==> config.mk <==
export PLATFORM = sky130hd
export DESIGN_NAME = bg_mosaic_hold
export DESIGN_NICKNAME = d
export VERILOG_FILES = /design/src/rtl/mosaic_pkg.sv /design/src/rtl/mosaic_hold_ctrl.sv /design/src/rtl/mosaic_pix_hold.sv /design/src/rtl/mosaic_line_adj.sv /design/src/rtl/bg_mosaic_hold.sv
export SDC_FILE = /design/constraint.sdc
export NUM_CORES = 1
export LEC_CHECK = 0
export ABC_AREA = 1
export BUFFER_PORTS_ARGS = -buffer_cell sky130_fd_sc_hd__clkbuf_2
export CAP_MARGIN = 20
export CORE_UTILIZATION = 56
export CTS_BUF_LIST = sky130_fd_sc_hd__clkbuf_2 sky130_fd_sc_hd__clkbuf_4 sky130_fd_sc_hd__clkbuf_8
export DETAILED_ROUTE_END_ITERATION = 8
export PLACE_DENSITY = 0.88
export SLEW_MARGIN = 40
export SYNTH_ARGS = -nofsm -noshare
export SYNTH_HDL_FRONTEND = slang
export SYNTH_SLANG_ARGS = --single-unit
==> constraint.sdc <==
create_clock -name clk_i -period 3.54 [get_ports clk_i]
set_clock_uncertainty 0.2 [all_clocks]
set_input_delay 0 -clock clk_i [delete_from_list [all_inputs] [get_ports clk_i]]
set_output_delay 0 -clock clk_i [all_outputs]
set_load 0.1 [all_outputs]
==> src/rtl/mosaic_pkg.sv <==
package mosaic_pkg;
  localparam int unsigned SIZE_W   = 4;
  localparam int unsigned MAX_HOLD = 1 << SIZE_W;
  localparam int unsigned CNT_W    = $clog2(MAX_HOLD + 1);

  typedef enum logic [1:0] {
    ACT_IDLE = 2'd0,
    ACT_DEC  = 2'd1,
    ACT_LOAD = 2'd2
  } hold_act_e;
endpackage

==> src/rtl/mosaic_hold_ctrl.sv <==
module mosaic_hold_ctrl
  import mosaic_pkg::*;
#(
  parameter int unsigned HPOS_W = 9
) (
  input  logic                clk_i,
  input  logic                rst_ni,
  input  logic [HPOS_W-1:0]   hpos_i,
  input  logic                mosaic_en_i,
  input  logic [SIZE_W-1:0]   mosaic_size_i,
  input  logic                hires_i,
  input  logic                below_i,
  output logic                capture_o,
  output logic [CNT_W-1:0]    cnt_o
);
  logic [CNT_W-1:0] cnt_q;
  logic [CNT_W-1:0] reload;
  logic             load_slot;
  hold_act_e        act;

  // in hires only the below half advances the run
  assign load_slot = !hires_i || below_i;
  assign reload    = mosaic_en_i ? (CNT_W'(mosaic_size_i) + CNT_W'(1)) : CNT_W'(1);

  always_comb begin
    act = ACT_IDLE;
    if (load_slot) begin
      if (hpos_i == '0 || cnt_q <= CNT_W'(1)) act = ACT_LOAD;
      else                                    act = ACT_DEC;
    end
  end

  always_ff @(posedge clk_i or negedge rst_ni) begin
    if (!rst_ni) begin
      cnt_q <= '0;
    end else begin
      case (act)
        ACT_LOAD: cnt_q <= reload;
        ACT_DEC:  cnt_q <= cnt_q - CNT_W'(1);
        default:  cnt_q <= cnt_q;
      endcase
    end
  end

  assign capture_o = (act == ACT_LOAD);
  assign cnt_o     = cnt_q;
endmodule

==> src/rtl/mosaic_pix_hold.sv <==
module mosaic_pix_hold #(
  parameter int unsigned PIX_W = 8
) (
  input  logic             clk_i,
  input  logic             rst_ni,
  input  logic [PIX_W-1:0] pix_i,
  input  logic             capture_i,
  input  logic             mosaic_en_i,
  output logic [PIX_W-1:0] pix_o,
  output logic [PIX_W-1:0] cap_o
);
  logic [PIX_W-1:0] cap_q;
  logic [PIX_W-1:0] pix_q;

  always_ff @(posedge clk_i or negedge rst_ni) begin
    if (!rst_ni) begin
      cap_q <= '0;
      pix_q <= '0;
    end else begin
      if (capture_i) cap_q <= pix_i;
      pix_q <= (!mosaic_en_i || capture_i) ? pix_i : cap_q;
    end
  end

  assign pix_o = pix_q;
  assign cap_o = cap_q;
endmodule

==> src/rtl/mosaic_line_adj.sv <==
module mosaic_line_adj #(
  parameter int unsigned LINE_W   = 9,
  parameter int unsigned VOFF_W   = 4,
  parameter int unsigned SCROLL_W = 10
) (
  input  logic                clk_i,
  input  logic                rst_ni,
  input  logic                mosaic_en_i,
  input  logic                hires_i,
  input  logic                interlace_i,
  input  logic                field_i,
  input  logic [LINE_W-1:0]   line_i,
  input  logic [VOFF_W-1:0]   voffset_i,
  input  logic [SCROLL_W-1:0] hscroll_i,
  output logic [LINE_W:0]     fetch_line_o,
  output logic [SCROLL_W:0]   hscroll_o
);
  localparam int unsigned FL_W = LINE_W + 1;

  logic            hi_il;
  logic [FL_W-1:0] base;
  logic [FL_W-1:0] offs;
  logic [FL_W-1:0] line_d;
  logic [FL_W-1:0] line_q;
  logic [SCROLL_W:0] hs_d;
  logic [SCROLL_W:0] hs_q;

  assign hi_il = hires_i && interlace_i;

  always_comb begin
    base = hi_il ? {line_i, field_i & ~mosaic_en_i} : {1'b0, line_i};
    offs = FL_W'(voffset_i) << hi_il;
    line_d = mosaic_en_i ? (base - offs) : base;
    hs_d   = hires_i ? {hscroll_i, 1'b0} : {1'b0, hscroll_i};
  end

  always_ff @(posedge clk_i or negedge rst_ni) begin
    if (!rst_ni) begin
      line_q <= '0;
      hs_q   <= '0;
    end else begin
      line_q <= line_d;
      hs_q   <= hs_d;
    end
  end

  assign fetch_line_o = line_q;
  assign hscroll_o    = hs_q;
endmodule

==> src/rtl/bg_mosaic_hold.sv <==
module bg_mosaic_hold
  import mosaic_pkg::*;
#(
  parameter int unsigned PIX_W    = 8,
  parameter int unsigned HPOS_W   = 9,
  parameter int unsigned LINE_W   = 9,
  parameter int unsigned VOFF_W   = 4,
  parameter int unsigned SCROLL_W = 10
) (
  input  logic                clk_i,
  input  logic                rst_ni,
  input  logic [HPOS_W-1:0]   hpos_i,
  input  logic [PIX_W-1:0]    pix_i,
  input  logic                mosaic_en_i,
  input  logic [SIZE_W-1:0]   mosaic_size_i,
  input  logic                hires_i,
  input  logic                interlace_i,
  input  logic                field_i,
  input  logic                below_i,
  input  logic [LINE_W-1:0]   line_i,
  input  logic [VOFF_W-1:0]   voffset_i,
  input  logic [SCROLL_W-1:0] hscroll_i,
  output logic [PIX_W-1:0]    pix_o,
  output logic [LINE_W:0]     fetch_line_o,
  output logic [SCROLL_W:0]   hscroll_o
);
  logic             capture;
  logic [CNT_W-1:0] cnt_q;
  logic [PIX_W-1:0] cap_q;

  mosaic_hold_ctrl #(.HPOS_W(HPOS_W)) i_ctrl (
    .clk_i, .rst_ni, .hpos_i, .mosaic_en_i, .mosaic_size_i,
    .hires_i, .below_i,
    .capture_o (capture),
    .cnt_o     (cnt_q)
  );

  mosaic_pix_hold #(.PIX_W(PIX_W)) i_pix (
    .clk_i, .rst_ni, .pix_i,
    .capture_i   (capture),
    .mosaic_en_i,
    .pix_o,
    .cap_o       (cap_q)
  );

  mosaic_line_adj #(.LINE_W(LINE_W), .VOFF_W(VOFF_W), .SCROLL_W(SCROLL_W)) i_line (
    .clk_i, .rst_ni, .mosaic_en_i, .hires_i, .interlace_i, .field_i,
    .line_i, .voffset_i, .hscroll_i, .fetch_line_o, .hscroll_o
  );
endmodule

==> results.sh <==
export IMPL_run_status="finished, violations left"
export IMPL_violations_in_the_final_reports="design-rule violations"
export IMPL_power_leakage_nw=1.87
export IMPL_clkSlewWorstSetupHoldPaths_ns=0.09
export IMPL_initial_core_util=0.579
export IMPL_setup_slack_ns=0.138
export IMPL_synth_flop_cell="dfrtp_1"
export IMPL_post_synth_most_frequent_cells="nand2_1, dfrtp_1, nand3_1"
export IMPL_numCtsBuffers=5
export IMPL_detailedRoute_firstIterationViolations=400
export IMPL_cts_buffer_depth=2
export IMPL_track_usage=0.402
export IMPL_path_cells="dlygate4sd3_1, buf_6, clkinvlp_4, nand3_1, o21ai_0, inv_1, ha_1, inv_1, fa_1, nand3_1, nand2_1, nand2_2, nand2_1, nand2_1, dlygate4sd3_1, nand2_1, dlygate4sd3_1"
export IMPL_postSynthAreaPerCell_um2=7.80
export IMPL_worstSkewPairLatency_ns=0.32
export IMPL_first_global_vias=2758
export IMPL_row_count=23
export IMPL_worstSetupEndpointType="flop"
export IMPL_setup_violations_final=0
export IMPL_timing_worst_setup_path_type="in2reg"
export IMPL_worst_slew_margin_rel=0.616
export IMPL_cts_tree="done"
export IMPL_dr_total_vias=2789
export IMPL_port_buffers=79
export IMPL_dieHeight_um=66.3
export IMPL_detail_route_wirelength_um=8200
export IMPL_area_growth_syn_to_layout_pct=50.8
export IMPL_grt_overflow_total=0
export IMPL_timing_hold_ws_ns=0.0503
export IMPL_number_of_library_cell_types_mapped_by_synthesis=28
export IMPL_ctsRootBufferMaster="clkbuf_8"
export IMPL_post_route_period_util=0.961
export IMPL_cts_sinks=42
export IMPL_worst_path_most_repeated_cell="nand2_1"
export IMPL_seq_area_frac_synth=0.454
export IMPL_syn_inst=297
export IMPL_hold_violations=0
export IMPL_die_width_um=66.3
export IMPL_post_synth_main_area_contributors="dfrtp_1, nand2_1, nand3_1"
export IMPL_placement_setup_worst_slack_ns=1.21
export IMPL_cell_with_the_most_instances_after_synthesis="nand2_1"
export IMPL_syn_num_nets=357
export IMPL_viasPerCell=5.68
export IMPL_critPathMaxFanout=8
export IMPL_worst_setup_path_start_kind="input pin"
export IMPL_ir_drop_v=0.000447
export IMPL_grt_max_degree=43
export IMPL_cp_required_ns=3.55
export IMPL_timing_max_transition_violations_final=0
export IMPL_place_congestion=0.906
export IMPL_detailed_place_hpwl_um=3800
export IMPL_cap_viol_max_count=0
export IMPL_grt_setup_unrepaired="false"
export IMPL_critical_path_slowest_cell="dlygate4sd3_1"
export IMPL_cp_data_arrival_time_ns=3.41
export IMPL_min_path_type="in2async"
export IMPL_synth_warn=0
export IMPL_layout_drive_gt1_share=0.241
export IMPL_postSynthRegisterBits=42
export IMPL_postLayoutCellArea_um2=3490
export IMPL_fin_setup_tns_ns=0
export IMPL_antenna_violations_before_repair=0
export IMPL_layout_min_cycle_time_ns=3.40
export IMPL_timing_fmax_ghz=0.294
export IMPL_die_area_um2=4400
export IMPL_drt_antenna_violating_nets=0
export IMPL_placedInstanceArea_um2=2720
export IMPL_critPathMaxStageDelay_ns=0.55
export IMPL_core_region_area_um2=4000
export IMPL_finalNetCount=499
export IMPL_worst_slew_pin_transition_ns=0.577
export IMPL_drt_drc_violations_left=4
export IMPL_pin_count=80
export IMPL_filler_cell_count=190
export IMPL_fin_util=0.873
export IMPL_pwr_density_cell_nw_per_um2=637
export IMPL_detailedRoute_firstPassIterationCount=8
export IMPL_netlist_area_leader_share=0.454
export IMPL_timing_critical_path_max_delay_family="buffers and inverters"
export IMPL_avgRoutedWirePerCell_um=16.7
export IMPL_synth_async_reset_ratio=1.00
export IMPL_wire_length_of_the_first_global_routing_pass_um=12700
export IMPL_netlist_area_um2=2320
export IMPL_worstPathBufferInverterCount=7
export IMPL_htreeDepth=2
export IMPL_yosys_area_top_type="dfrtp_1"
export IMPL_synth_enable_flop_cells=0
layout make-up:
cell class	count	area [um^2]	share of cell area
diodes	1	2.50	0.000716
well taps	50	62.6	0.0179
inverters	27	105	0.0301
multi-input cells	218	1110	0.317
clock inverters	2	37.5	0.0107
flip-flops and latches	42	1050	0.301
repair buffers	145	1050	0.301
clock buffers	6	76.3	0.0218
stage by stage:
step                      power, mW  instances
final                          2.23        491
after detailed placement       1.66        416
after CTS                      2.13        485
after global routing           2.34        490
after global placement         1.63        416
after floorplan                1.48        297
sequential cells by signal, indices dropped and copies added, names as in the netlist:
signal and cells:
i_ctrl.cnt_o 5, i_line.fetch_line_o 10, i_line.hscroll_o 11, i_pix.cap_o 8
i_pix.pix_o 8
routing by layer:
layer | part of all wire | GRT usage
met1 | 0.34 | 0.404
met2 | 0.51 | 0.698
met3 | 0.071 | 0.109
met4 | 0.079 | 0.311
met5 | 0 | 0
cell families (layout without fill, tap and decap cells):
logic type,count (synthesis),after routing,share of synthesized area
compound gates,28,28,0.0686
xor+xnor,8,8,0.0302
fa+ha+maj,9,9,0.0518
buf+inv,37,180,0.0702
flops,42,42,0.454
other cells,0,1,0
simple gates,173,173,0.326
worst paths after layout:
path / startpoint / end / slack, ns / cells after the start
max reg2reg: i_ctrl.cnt_o[1] / i_pix.pix_o[5] / 0.92 / 10
min in group clk_i: hpos_i[1] / i_pix.cap_o[1] / 0.08 / 6
min: rst_ni / i_line.hscroll_o[3] / 0.05 / 2
max: mosaic_en_i / i_line.fetch_line_o[6] / 0.14 / 17
max in group asynchronous: rst_ni / i_ctrl.cnt_o[4] / 2.69 / 2
min reg2reg: i_pix.cap_o[0] / i_pix.cap_o[0] / 0.28 / 2
power by group:
group          switching [mW]  leakage [nW]  internal [mW]
Combinational           0.831          1.30          0.298
Clock                   0.179        0.0548          0.218
Sequential             0.0892         0.513          0.610
timing repair:
action                                  CTS  global route
endpoints found under the hold margin    84             0
buffers inserted                          0             5
hold buffers                             61             0
resized for setup                         0             6
endpoints found under the setup margin    0             1
placed cells by master (no fill, tap or decap):
cell type	instances
clkbuf_8	5
o21ai_0	20
nand2_4	2
a21oi_1	2
clkinvlp_4	2
nand3b_1	3
dfrtp_1	42
nand3_1	29
dlygate4sd3_1	61
xor2_1	4
xnor2_1	4
inv_1	23
bufinv_16	1
buf_6	1
clkbuf_2	77
clkbuf_4	2
ha_1	8
nand4_1	3
nor3_2	1
o21ai_4	1
o21bai_1	1
inv_2	3
nand3_2	2
nand2_2	3
fa_1	1
o211ai_1	2
diode_2	1
nand2_1	107
buf_4	5
nor2_1	19
nor2_4	1
o21ai_1	2
nor3_1	3
No activity file was read; power rests on OpenSTA's default activity.
